==> config.mk <==
export PLATFORM = sky130hd
export DESIGN_NAME = mii_hdr_rewriter
export DESIGN_NICKNAME = d
export VERILOG_FILES = /design/src/rtl/mhr_pkg.sv /design/src/rtl/mhr_arm_reg.sv /design/src/rtl/mhr_fifo.sv /design/src/rtl/mii_hdr_rewriter.sv
export SDC_FILE = /design/constraint.sdc
export NUM_CORES = 1
export LEC_CHECK = 0
export ABC_CLOCK_PERIOD_IN_PS = 2200
export BUFFER_PORTS_ARGS = -buffer_cell sky130_fd_sc_hd__buf_2
export CORE_AREA = 2 2 209 170
export DETAILED_ROUTE_END_ITERATION = 6
export DIE_AREA = 0 0 211 172
export SLEW_MARGIN = 40
export SYNTH_ARGS = -nofsm -noshare
export SYNTH_HDL_FRONTEND = slang
export SYNTH_SLANG_ARGS = --single-unit
==> constraint.sdc <==
create_clock -name clk -period 2.2 [get_ports clk]
set_input_delay 0.66 -clock clk [delete_from_list [all_inputs] [get_ports clk]]
set_output_delay 0.66 -clock clk [all_outputs]
set_load 0.02 [all_outputs]
==> src/rtl/mhr_pkg.sv <==
package mhr_pkg;

    typedef enum logic [2:0] {
        ST_IDLE,
        ST_PASS,
        ST_HUNT,
        ST_PRE,
        ST_SFD_LO,
        ST_SFD_HI,
        ST_BODY
    } mhr_state_t;

    localparam logic [3:0] NIB_PAD  = 4'h5;
    localparam logic [3:0] NIB_MARK = 4'hD;

endpackage

==> src/rtl/mhr_arm_reg.sv <==
module mhr_arm_reg #(
    parameter int MAX_PRE = 38,
    parameter int LW      = 6
) (
    input  logic          clk,
    input  logic          rst_n,
    input  logic [LW-1:0] cfg_len,
    input  logic          cfg_sfd_en,
    input  logic          cfg_arm,
    input  logic          take,
    output logic          armed,
    output logic [LW-1:0] arm_len,
    output logic          arm_sfd
);
    localparam logic [LW-1:0] MAX_L = LW'(MAX_PRE);

    logic [LW-1:0] len_clamped;

    // lengths beyond the limit saturate
    assign len_clamped = (cfg_len > MAX_L) ? MAX_L : cfg_len;

    always_ff @(posedge clk) begin
        if (!rst_n) begin
            armed   <= 1'b0;
            arm_len <= '0;
            arm_sfd <= 1'b0;
        end else if (cfg_arm) begin
            // a new strobe wins over consumption in the same cycle
            armed   <= 1'b1;
            arm_len <= len_clamped;
            arm_sfd <= cfg_sfd_en;
        end else if (take) begin
            armed   <= 1'b0;
        end
    end

endmodule

==> src/rtl/mhr_fifo.sv <==
module mhr_fifo #(
    parameter int W     = 4,
    parameter int DEPTH = 64
) (
    input  logic         clk,
    input  logic         rst_n,
    input  logic         push,
    input  logic [W-1:0] din,
    input  logic         pop,
    output logic [W-1:0] dout,
    output logic         empty,
    output logic         full
);
    localparam int AW = $clog2(DEPTH);

    logic [W-1:0] mem [DEPTH];
    logic [AW:0]  wr_q;
    logic [AW:0]  rd_q;
    logic         do_push;
    logic         do_pop;

    assign empty   = (wr_q == rd_q);
    assign full    = (wr_q[AW] != rd_q[AW]) && (wr_q[AW-1:0] == rd_q[AW-1:0]);
    assign do_push = push && !full;
    assign do_pop  = pop && !empty;
    assign dout    = mem[rd_q[AW-1:0]];

    always_ff @(posedge clk) begin
        if (do_push) begin
            mem[wr_q[AW-1:0]] <= din;
        end
    end

    always_ff @(posedge clk) begin
        if (!rst_n) begin
            wr_q <= '0;
            rd_q <= '0;
        end else begin
            if (do_push) wr_q <= wr_q + 1'b1;
            if (do_pop)  rd_q <= rd_q + 1'b1;
        end
    end

endmodule

==> src/rtl/mii_hdr_rewriter.sv <==
module mii_hdr_rewriter
    import mhr_pkg::*;
#(
    parameter int NIB_W      = 4,
    parameter int MAX_PRE    = 38,
    parameter int FIFO_DEPTH = 64,
    localparam int LW        = $clog2(MAX_PRE + 1)
) (
    input  logic             clk,
    input  logic             rst_n,
    input  logic [NIB_W-1:0] rx_dat,
    input  logic             rx_vld,
    input  logic [LW-1:0]    cfg_len,
    input  logic             cfg_sfd_en,
    input  logic             cfg_arm,
    output logic [NIB_W-1:0] tx_dat,
    output logic             tx_en
);
    localparam logic [NIB_W-1:0] PAD  = NIB_W'(NIB_PAD);
    localparam logic [NIB_W-1:0] MARK = NIB_W'(NIB_MARK);

    mhr_state_t       st_q;
    mhr_state_t       st_d;
    logic             rx_prev;
    logic             start;
    logic             is_mark;
    logic             take;
    logic             armed;
    logic [LW-1:0]    arm_len;
    logic             arm_sfd;
    logic [LW-1:0]    cnt_q;
    logic             cur_sfd;
    logic             emit_en;
    logic [NIB_W-1:0] emit_dat;
    logic             fifo_push;
    logic             fifo_pop;
    logic             fifo_empty;
    logic             fifo_full;
    logic [NIB_W-1:0] fifo_dout;

    // first header state that applies for a given count and delimiter choice
    function automatic mhr_state_t hdr_entry(input logic [LW-1:0] n, input logic s);
        if (n != '0) return ST_PRE;
        if (s)       return ST_SFD_LO;
        return ST_BODY;
    endfunction

    assign start   = rx_vld && !rx_prev;
    assign is_mark = rx_vld && (rx_dat == MARK);
    assign take    = (st_q == ST_IDLE) && start && armed;

    mhr_arm_reg #(
        .MAX_PRE (MAX_PRE),
        .LW      (LW)
    ) u_arm (
        .clk        (clk),
        .rst_n      (rst_n),
        .cfg_len    (cfg_len),
        .cfg_sfd_en (cfg_sfd_en),
        .cfg_arm    (cfg_arm),
        .take       (take),
        .armed      (armed),
        .arm_len    (arm_len),
        .arm_sfd    (arm_sfd)
    );

    mhr_fifo #(
        .W     (NIB_W),
        .DEPTH (FIFO_DEPTH)
    ) u_fifo (
        .clk   (clk),
        .rst_n (rst_n),
        .push  (fifo_push),
        .din   (rx_dat),
        .pop   (fifo_pop),
        .dout  (fifo_dout),
        .empty (fifo_empty),
        .full  (fifo_full)
    );

    // state register
    always_ff @(posedge clk) begin
        if (!rst_n) st_q <= ST_IDLE;
        else        st_q <= st_d;
    end

    // working copy of the rewrite, taken at frame start
    always_ff @(posedge clk) begin
        if (!rst_n) begin
            rx_prev <= 1'b0;
            cnt_q   <= '0;
            cur_sfd <= 1'b0;
        end else begin
            rx_prev <= rx_vld;
            if (take) begin
                cnt_q   <= arm_len;
                cur_sfd <= arm_sfd;
            end else if (st_q == ST_PRE) begin
                cnt_q   <= cnt_q - LW'(1);
            end
        end
    end

    // next state and emitted nibble
    always_comb begin
        st_d      = st_q;
        emit_en   = 1'b0;
        emit_dat  = rx_dat;
        fifo_push = 1'b0;
        fifo_pop  = 1'b0;
        unique case (st_q)
            ST_IDLE: begin
                if (start) begin
                    if (armed) begin
                        st_d = is_mark ? hdr_entry(arm_len, arm_sfd) : ST_HUNT;
                    end else begin
                        st_d    = ST_PASS;
                        emit_en = 1'b1;
                    end
                end
            end
            ST_PASS: begin
                if (rx_vld) emit_en = 1'b1;
                else        st_d    = ST_IDLE;
            end
            ST_HUNT: begin
                if (!rx_vld)      st_d = ST_IDLE;
                else if (is_mark) st_d = hdr_entry(cnt_q, cur_sfd);
            end
            ST_PRE: begin
                emit_en   = 1'b1;
                emit_dat  = PAD;
                fifo_push = rx_vld;
                if (cnt_q == LW'(1)) st_d = cur_sfd ? ST_SFD_LO : ST_BODY;
            end
            ST_SFD_LO: begin
                emit_en   = 1'b1;
                emit_dat  = PAD;
                fifo_push = rx_vld;
                st_d      = ST_SFD_HI;
            end
            ST_SFD_HI: begin
                emit_en   = 1'b1;
                emit_dat  = MARK;
                fifo_push = rx_vld;
                st_d      = ST_BODY;
            end
            ST_BODY: begin
                fifo_push = rx_vld;
                fifo_pop  = !fifo_empty;
                emit_en   = !fifo_empty;
                emit_dat  = fifo_dout;
                if (fifo_empty && !rx_vld) st_d = ST_IDLE;
            end
            default: st_d = ST_IDLE;
        endcase
    end

    // output register
    always_ff @(posedge clk) begin
        if (!rst_n) begin
            tx_en  <= 1'b0;
            tx_dat <= '0;
        end else begin
            tx_en  <= emit_en;
            tx_dat <= emit_en ? emit_dat : '0;
        end
    end

endmodule

## Word-level counts from Yosys, hierarchy flattened

Memory sizes are Yosys's and may differ from the RTL's. A register that Yosys moved wholly into a read port is not among the register bits.
Index checks and enable logic that the tools add are counted.
W data, S select, Z words.

| operators by class | value |
|---|---|
| $add $sub $neg | 3 |
| $mul | 0 |
| div/mod/pow operators | 0 |
| $lt $le $gt $ge | 1 |
| equal/unequal tests | 16 |
| shifts and indexed selects | 0 |
| muxes and demuxes | 52 |
| bitwise operators | 0 |
| reductions and logical operators | 22 |

Operators with widths:

| operator | count |
|---|---|
| $mux W3 | 16 |
| $mux W6 | 5 |
| $mux W1 | 27 |
| $pmux W3 S7 | 1 |
| $add A7 B1 Y7 const B | 2 |
| $pmux W4 S3 | 1 |
| $reduce_bool A6 Y1 | 2 |
| $eq A3 B3 Y1 const B | 3 |
| $logic_and A1 B1 Y1 | 8 |
| $eq A7 B7 Y1 | 1 |
| $eq A3 B2 Y1 const B | 2 |
| $eq A6 B1 Y1 const B | 1 |
| $eq A6 B6 Y1 | 1 |
| $gt A6 B6 Y1 const B | 1 |
| $ne A2 B2 Y1 const B | 3 |
| $sub A6 B1 Y6 const B | 1 |
| $reduce_and A5 Y1 | 1 |
| $eq A4 B4 Y1 const B | 1 |
| $logic_not A1 Y1 | 4 |
| $pmux W1 S4 | 1 |
| $reduce_bool A2 Y1 | 2 |
| $reduce_or A4 Y1 | 1 |
| $eq A3 B1 Y1 const B | 1 |
| $logic_not A3 Y1 | 1 |
| other kinds (7) | 7 |

| storage, ports and cells | value |
|---|---|
| flip-flop bits (word level) | 38 |
| latch bits | 0 |
| bits in writable memories | 256 |
| ROM bits | 0 |
| input bits | 15 |
| output and inout port bits | 5 |
| logic and storage cells | 106 |
| memories | 1 |

Memories:

| name | depth | width | read ports | clocked after memory_dff | wr ports | RTL line | text |
|---|---|---|---|---|---|---|---|
| u_fifo.mem | 64 | 4 | 1 | 1 | 1 | mhr_fifo.sv:16 | `logic [W-1:0] mem [DEPTH];` |

## Longest topological paths before layout

Gate-level depths: netlist of run 1.

| logic depth | value |
|---|---|
| depth in word-level cells | 15 |
| gate-level depth with buffers | 8 |
| depth with buffers taken out | 6 |

## By module

A second synthesis of run 1 with hierarchy kept.

| second synthesis, totals | value |
|---|---|
| cell total of the unflattened synthesis | 753 |
| area total of the unflattened synthesis | 12429.4 um^2 |

By module, submodules not included:

| module | times used | cells each | area an instance (um^2) | seq. area each (um^2) |
|---|---|---|---|---|
| mhr_fifo | 1 | 593 | 11073.1 | 8087.8 |
| mii_hdr_rewriter | 1 | 127 | 989.7 | 320.3 |
| mhr_arm_reg | 1 | 33 | 366.6 | 160.2 |

## Least setup slack after synthesis of run 1

Ideal clock, no wire load.

| timing path | value |
|---|---|
| path kind | register to register |
| start | register u_fifo.wr_q[2] |
| end | memory u_fifo.mem[62][0] (enable) |
| setup time | 0.330 ns |
| data arrival time | 1.716 ns |
| data required time | 1.870 ns |
| path slack | 0.154 ns |
| cell stages (with the launch flop) | 8 |
| path buffers | 2 |
| clock period less this slack | 2.046 ns |
| cell sequence | dfxtp_1 buf_2 xnor2_1 and4_1 buf_2 a21oi_4 nand4b_1 nor2_1 |

| on the way | value |
|---|---|
| word-level cells in the longest chain between the ends | 6 |

Ends and longest elaborated chain:

| item | RTL line | text |
|---|---|---|
| start, declared | mhr_fifo.sv:17 | `logic [AW:0] wr_q;` |
| start signal, assigned | mhr_fifo.sv:39 | `if (do_push) wr_q <= wr_q + 1'b1;` |
| $eq A6 B6 Y1 | mhr_fifo.sv:23 | `assign full = (wr_q[AW] != rd_q[AW]) && (wr_q[AW-1:0] == rd_q[AW-1:0]);` |
| $logic_and A1 B1 Y1 | mhr_fifo.sv:23 |  |
| $logic_not A1 Y1 | mhr_fifo.sv:24 | `assign do_push = push && !full;` |
| $logic_and A1 B1 Y1 | mhr_fifo.sv:24 |  |
| $mux W1 | mhr_fifo.sv:29 | `if (do_push) begin` |
| $mux W1 (implied by the code) | mhr_fifo.sv:30 | `mem[wr_q[AW-1:0]] <= din;` |
| end, declared | mhr_fifo.sv:16 |  |

Parallel ways exist; a longest one is shown, timed or not.

==> results.md, run 1 <==
- Tcrit/Tclk final: between 90% and 100%
- Clock Tree Buf Depth: 3
- Fill cell count: about 3000
- Placed Cells: 1314
- EDFF count, synth: ~260
- Fin. max-slew vios: 0
- Nets: slightly above 900
- Initial Util: 36.40%
- VDD IR max: a little under 0.6 mV
- Psw: around 2700 µW
- Highest clock rate: ~460 MHz
- Cell count after synthesis: 766
- Leak: between 0.005 and 0.006 µW
- Worst Setup End Kind: flip-flop
- # DRC: 0
- Adder-Cell Fraction of Synth Area: 0.4012%
- Most common cell in the netlist: edfxtp_1
- Area of the multi-input gates: between 3000 and 4000 µm²
- Worst Path Max Fanout: 8
- Gr ovfl total: 0
- Critical Path Source Type: flip-flop
- Final Hold Viols: 0
- Clk_skew: between 0.015 and 0.02 ns
- Worst skew pair latency: about 0.57 ns
- Yosys top cell area share: 61.63%
- Crit path kind: flip-flop to flip-flop
- Placer Congestion: 0.8133
- Mux share of post-synthesis cell area: roughly 14%
- Largest area contributor in the netlist: edfxtp_1
- GRT Overall Usage: about 16%
- Initial antenna violation count: 0
- Final wirelength: about 29 mm
- Fin cells: about 1400
- FF/Latch Area: ~8600 µm²
- Synth unique cells: between 50 and 60
- Post-synthesis xor/xnor area fraction: about 1.1%
- Largest net degree at the start of global routing: 67
- Syn Nets: about 800
- Chip height: approximately 170 µm
- Root Driver: clkbuf_16
- Max-Cap Viols: 0
- Top_reg_cell synth: edfxtp_1
- DIE WIDTH: between 200 and 250 µm
- Synth Cell Area: around 12000 µm²
- IO Count: 20
- Clock tree from TritonCTS: yes
- Fin Setup TNS: 0 ns
- Sequential share of the synthesized area: 68.69%
- Clock sink count: 300
- Via density: 5.286
- Post-Synth Simple-Gate Area: 8.536%
- Hold-fix buffers, CTS: 0
- Clock share of power: around 41%
- Clock transition at path regs: 0.06 ns
- FFs w/ async S/R, synth: 0%
- Drt first-iter violations: about 750
- Antenna cells: 0
- Share of post-route cells with drive strength above 1: around 32%
- Yosys warns: 0
- Slew @ Worst Pin: between 0.7 and 0.8 ns
- Post-DP HPWL: about 18 mm
- Comb pwr share: 7.0%
- Seq pwr share: about 52%
- Worst slack, placed: -0.08082 ns
- P_int: 9424 µW
- Number of global-route vias before repair: roughly 7000
- Synth top area cells: edfxtp_1, mux4_2, dfxtp_1
- Post-layout util: between 40% and 50%
- PD cells: around 800 nW/µm²
- Critical Path RT: approximately 2.6 ns
- Synthesized flop and latch total: 300
- Total power: ~12000 µW
- Inserted Clock Buffers: 30
- Htree depth: 1
- Row cnt: 61
- Worst setup margin: between 0.03 and 0.04 ns
- Compound-Gate Fraction of Synth Area: between 5 and 6%
- WL per Instance: roughly 21 µm
- Status: finished clean
- 1st-pass router iterations: 5
- Hold Crit Class: input pin to flip-flop
- Core area: 34270 µm²
- WP data arrival: roughly 2.6 ns
- Area grow syn2layout: 21.30%
- I/O Buffers: 19
- Endpoints failing setup: 0
- Sw Ratio: about 22%
- Most common library cells after synthesis: edfxtp_1, nor2_1, mux4_2
- Global-route wire length before repair: approximately 43 mm
- Antenna Nets Post-Route: 0
- Die area: 36290 µm²
- Post-Syn Area per Cell: around 16 µm²
- Total number of vias: 7294
- Main combinational cell family by area after synthesis: multiplexers
- Crit path time final: 2.162 ns
- Slew headroom: 50.83%
-- layer usage --
layer  up-vias  global-route usage [%]  share of wire [%]
met4         0                   3.123                1.7
met5         -                       0                  0
met1      3672                   24.51                 47
met2       256                   23.61                 43
li1       3329                       -                  -
met3        37                   3.106                7.6
-- worst max-delay path, cell delays in order (launching register included) --
cell      delay [ns]
dfxtp_2         0.45
buf_12          0.18
mux4_2          0.52
a22oi_2         0.23
nand3_1         0.21
a41oi_2         0.33
a211oi_2        0.13
-- cells in the final DEF (no fill, tap or decap), types with 6 or more instances in the layout --
cell type / n
edfxtp_1: 256
buf_4: 128
nor2_1: 100
mux4_2: 57
dfxtp_1: 39
clkbuf_16: 32
mux2i_1: 28
nand2_1: 23
a21oi_1: 19
buf_2: 19
nand3_1: 14
xnor2_1: 10
nand3b_1: 10
nand2b_1: 10
inv_1: 9
buf_12: 9
o21ai_0: 8
nand4_1: 7
and2_1: 7
nor2b_1: 7
a211oi_1: 7
clkinv_2: 7
clkbuf_1: 6
-- path summary, 6_finish.rpt --
| check | startpoint | end | slack, ns | cells after the start |
|---|---|---|---|---|
| setup / recovery | flip-flop | tx_dat[0] | 0.04 | 6 |
| hold / removal | cfg_sfd_en | u_arm.arm_sfd | 0.34 | 3 |
| setup reg to reg | flip-flop | tx_dat[0] | 0.04 | 6 |
| hold reg to reg | cur_sfd | cur_sfd | 0.47 | 2 |
-- final cells by class --
type / count / area share (%)
sequential: 300 / 56.67
multi-input combinational: 412 / 24.26
timing repair buffer: 161 / 8.774
clock buffer: 38 / 5.367
tap: 441 / 3.647
clock inverter: 18 / 1.034
inverter: 10 / 0.2481
-- stage by stage --
step                      hold WS (ns)  area, µm²
after global routing            0.3308      15130
after CTS                       0.3222      14980
after detailed placement        0.4645      13970
after global placement          0.4530      13970
after floorplan                 0.4427      12470
final                           0.3370      15130
-- power groups by stage --
stage          logic, µW  registers [µW]  clock network [µW]
2_1_floorplan        462            6420                   0
5_1_grt              926            6310                5330
3_5_place_dp         813            6420                   0
3_3_place_gp         803            6420                   0
4_1_cts              818            6300                5100
6_report             847            6300                5000
-- repair_timing --
action,4_1_cts,5_1_grt
pin swaps,0,1
setup buffers,0,8
gates resized for setup,1,15
hold endpoints to repair,0,0
setup endpoints to repair,1,246
gates cloned,1,1
-- logic make-up (layout without fill, tap and decap cells) --
| kind of cell | Yosys count | in the layout |
|---|---|---|
| AOI/OAI and AO/OA | 88 | 88 |
| xor gates and xnor gates | 15 | 15 |
| adders and majority gates | 4 | 4 |
| buffers and inverters | 54 | 227 |
| DFF | 300 | 300 |
| muxes | 94 | 94 |
| and+or+nand+nor | 211 | 211 |
-- registers in the layout (all words and copies together) (netlist names), 3 cells and up, named ones only --
| name | count |
|---|---|
| u_arm.arm_len | 6 |
| st_q | 3 |
| u_fifo.rd_q | 7 |
| tx_dat | 4 |
| u_fifo.mem | 256 |
| u_fifo.wr_q | 7 |
| cnt_q | 6 |
No activity file was read; power rests on OpenSTA's default activity.
==> run 2, diff against run 1 <==
--- a/config.mk
+++ b/config.mk
@@ -7,9 +7,9 @@
 export LEC_CHECK = 0
 export ABC_CLOCK_PERIOD_IN_PS = 2200
 export BUFFER_PORTS_ARGS = -buffer_cell sky130_fd_sc_hd__buf_2
-export CORE_AREA = 2 2 209 170
+export CORE_AREA = 2 2 201 163
 export DETAILED_ROUTE_END_ITERATION = 6
-export DIE_AREA = 0 0 211 172
+export DIE_AREA = 0 0 203 165
 export SLEW_MARGIN = 40
 export SYNTH_ARGS = -nofsm -noshare
 export SYNTH_HDL_FRONTEND = slang
==> run 2 against run 1 <==
Flip-flop and latch count is the same. Cell count shrank 3.2%. Final area shrank 1.5%. Largest cell class unchanged. Die area shrank 7.7%. Core utilization grew 3.5 points. Sequential power is essentially flat. First-iteration DRC count shrank 9.7%. Worst setup slack gained 0.057 ns. Sequential share of layout area grew 0.88 points.
==> results.md, run 2 (synthesis results as in run 1) <==
- Critical Path RT: 2.42 ns
- Root Driver: clkbuf_16
- Htree depth: 1
- Highest clock rate: 475.1 MHz
- GRT Overall Usage: between 10% and 20%
- PD cells: between 800 and 900 nW/µm²
- Number of global-route vias before repair: around 7200
- Gr busiest metal: met1
- Inserted Clock Buffers: 29
- Final wirelength: between 20 and 30 mm
- Largest register FFs: roughly 260
- Nets: a little over 900
- Worst Setup End Kind: flip-flop
- Slew @ Worst Pin: ~0.75 ns
- Final Hold Slack: about 0.34 ns
- Placer Congestion: between 0.8 and 0.9
- Initial Util: around two fifths
- Met1 Usage GRT: between 20 and 30%
- Tcrit/Tclk final: between 90% and 100%
- VDD IR max: approximately 0.59 mV
- Endpoints failing setup: 0
- Clock transition at path regs: 0.07 ns
- Critical Path Source Type: flip-flop
- Antenna Nets Post-Route: 0
- Clock Tree Buf Depth: 3
- WP data arrival: 2.32 ns
- Initial antenna violation count: 0
- Largest net degree at the start of global routing: between 60 and 70
- GR met3 Demand/Resource: under 10%
- Global-route wire length before repair: 44.99 mm
- WL per Instance: roughly 22 µm
- Core area: 31280 µm²
- Most common cell after layout, fill and taps aside: edfxtp_1
- Status: finished clean
- Leak: 0.004847 µW
- Antenna cells: 0
- Gr ovfl total: 0
- Die area: 33500 µm²
- I/O Buffers: 19
- # DRC: 0
- Via density: 5.431
- Max-Cap Viols: 0
- Share of post-route cells with drive strength above 1: 31.11%
- Row cnt: between 50 and 60
- Met2 usage: between 20% and 30%
- Crit path kind: flip-flop to flip-flop
- Fin. max-slew vios: 0
- Most frequent cells in the layout: edfxtp_1, buf_4, nor2_1, mux4_2, dfxtp_1
- Worst Path Max Fanout: 8
- Hold Crit Class: input pin to flip-flop
- Total number of vias: between 7000 and 8000
- Clock sink count: 300
- 1st-pass router iterations: 5
- Fin cells: approximately 1300
- Post-DP HPWL: approximately 19 mm
- Placed Cells: 1277
- Chip height: approximately 170 µm
- Fin Setup TNS: 0 ns
- Area grow syn2layout: 19.47%
- Slew headroom: 50.25%
- Worst skew pair latency: approximately 0.56 ns
- IO Count: 20
- DIE WIDTH: 203 µm
- Crit path time final: approximately 2.1 ns
- Drt first-iter violations: around 670
- Final Hold Viols: 0
- Clk_skew: 0.02051 ns
- Clock tree from TritonCTS: yes
==> run 2: cell count changes in the layout (fill, tap and decap cells not counted), sizes merged <==
cell      delta
buf         -18
bufbuf       -1
bufinv       +2
clkbuf       +1
clkinv       -2
clkinvlp     -3
inv          -2
==> run 2: worst max-delay path, cell delays in order, from the launching register on <==
cell and delay, ns:
dfxtp_1 0.42, xnor2_1 0.13, and3_1 0.26, a21oi_4 0.31, nand4b_2 0.16, buf_4 0.20
nor2_1 0.30
==> run 2: per-stage QoR <==
stage	instance area [µm²]	total power (µW)	util [%]	worst slack [ns]
after floorplan	12470	6886	-	0.1542
after global placement	13820	7237	44.18	-0.1170
after detailed placement	13820	7237	44.18	-0.1360
after CTS	14820	12260	47.39	0.0003091
after global routing	14900	12570	47.64	-0.0002616
final	14900	12180	47.64	0.09512
==> run 2: report_power, final <==
part | leakage [µW] | total, µW | internal, µW | switching, µW
clock network | 0.000464 | 5050 | 3010 | 2050
registers | 0.00266 | 6300 | 6240 | 56.2
logic | 0.00172 | 832 | 315 | 517
==> run 2: final timing paths <==
path	startpoint	to	slack [ns]	cells past startpoint
worst max-delay path	u_fifo.rd_q[0]	u_fifo.mem[41][2]	0.1	6
worst min-delay path	cfg_sfd_en	u_arm.arm_sfd	0.34	3
worst max register to register	u_fifo.rd_q[0]	u_fifo.mem[41][2]	0.1	6
worst min register to register	cnt_q[5]	cnt_q[5]	0.48	2
==> run 2: layout make-up <==
| class | instances | area (µm²) |
|---|---|---|
| Inverter | 10 | 37.54 |
| Clock buffer | 40 | 807.0 |
| Tap cell | 420 | 525.5 |
| Fill cell | 2657 | 16380 |
| Timing Repair Buffer | 141 | 1111 |
| Multi-Input combinational cell | 412 | 3686 |
| Clock inverter | 13 | 157.7 |
| Sequential cell | 300 | 8577 |
==> run 2: per-layer routing <==
metal | up-vias | wire length, µm
met4 | 0 | 576
met3 | 40 | 1884
li1 | 3275 | -
met5 | - | 0
met1 | 3698 | 13910
met2 | 243 | 13150
==> run 2: timing repair <==
action,4_1_cts,5_1_grt
cloned,0,0
setup buffers,0,6
gates resized for setup,16,10
hold buffers,0,0
setup endpoints to repair,64,240
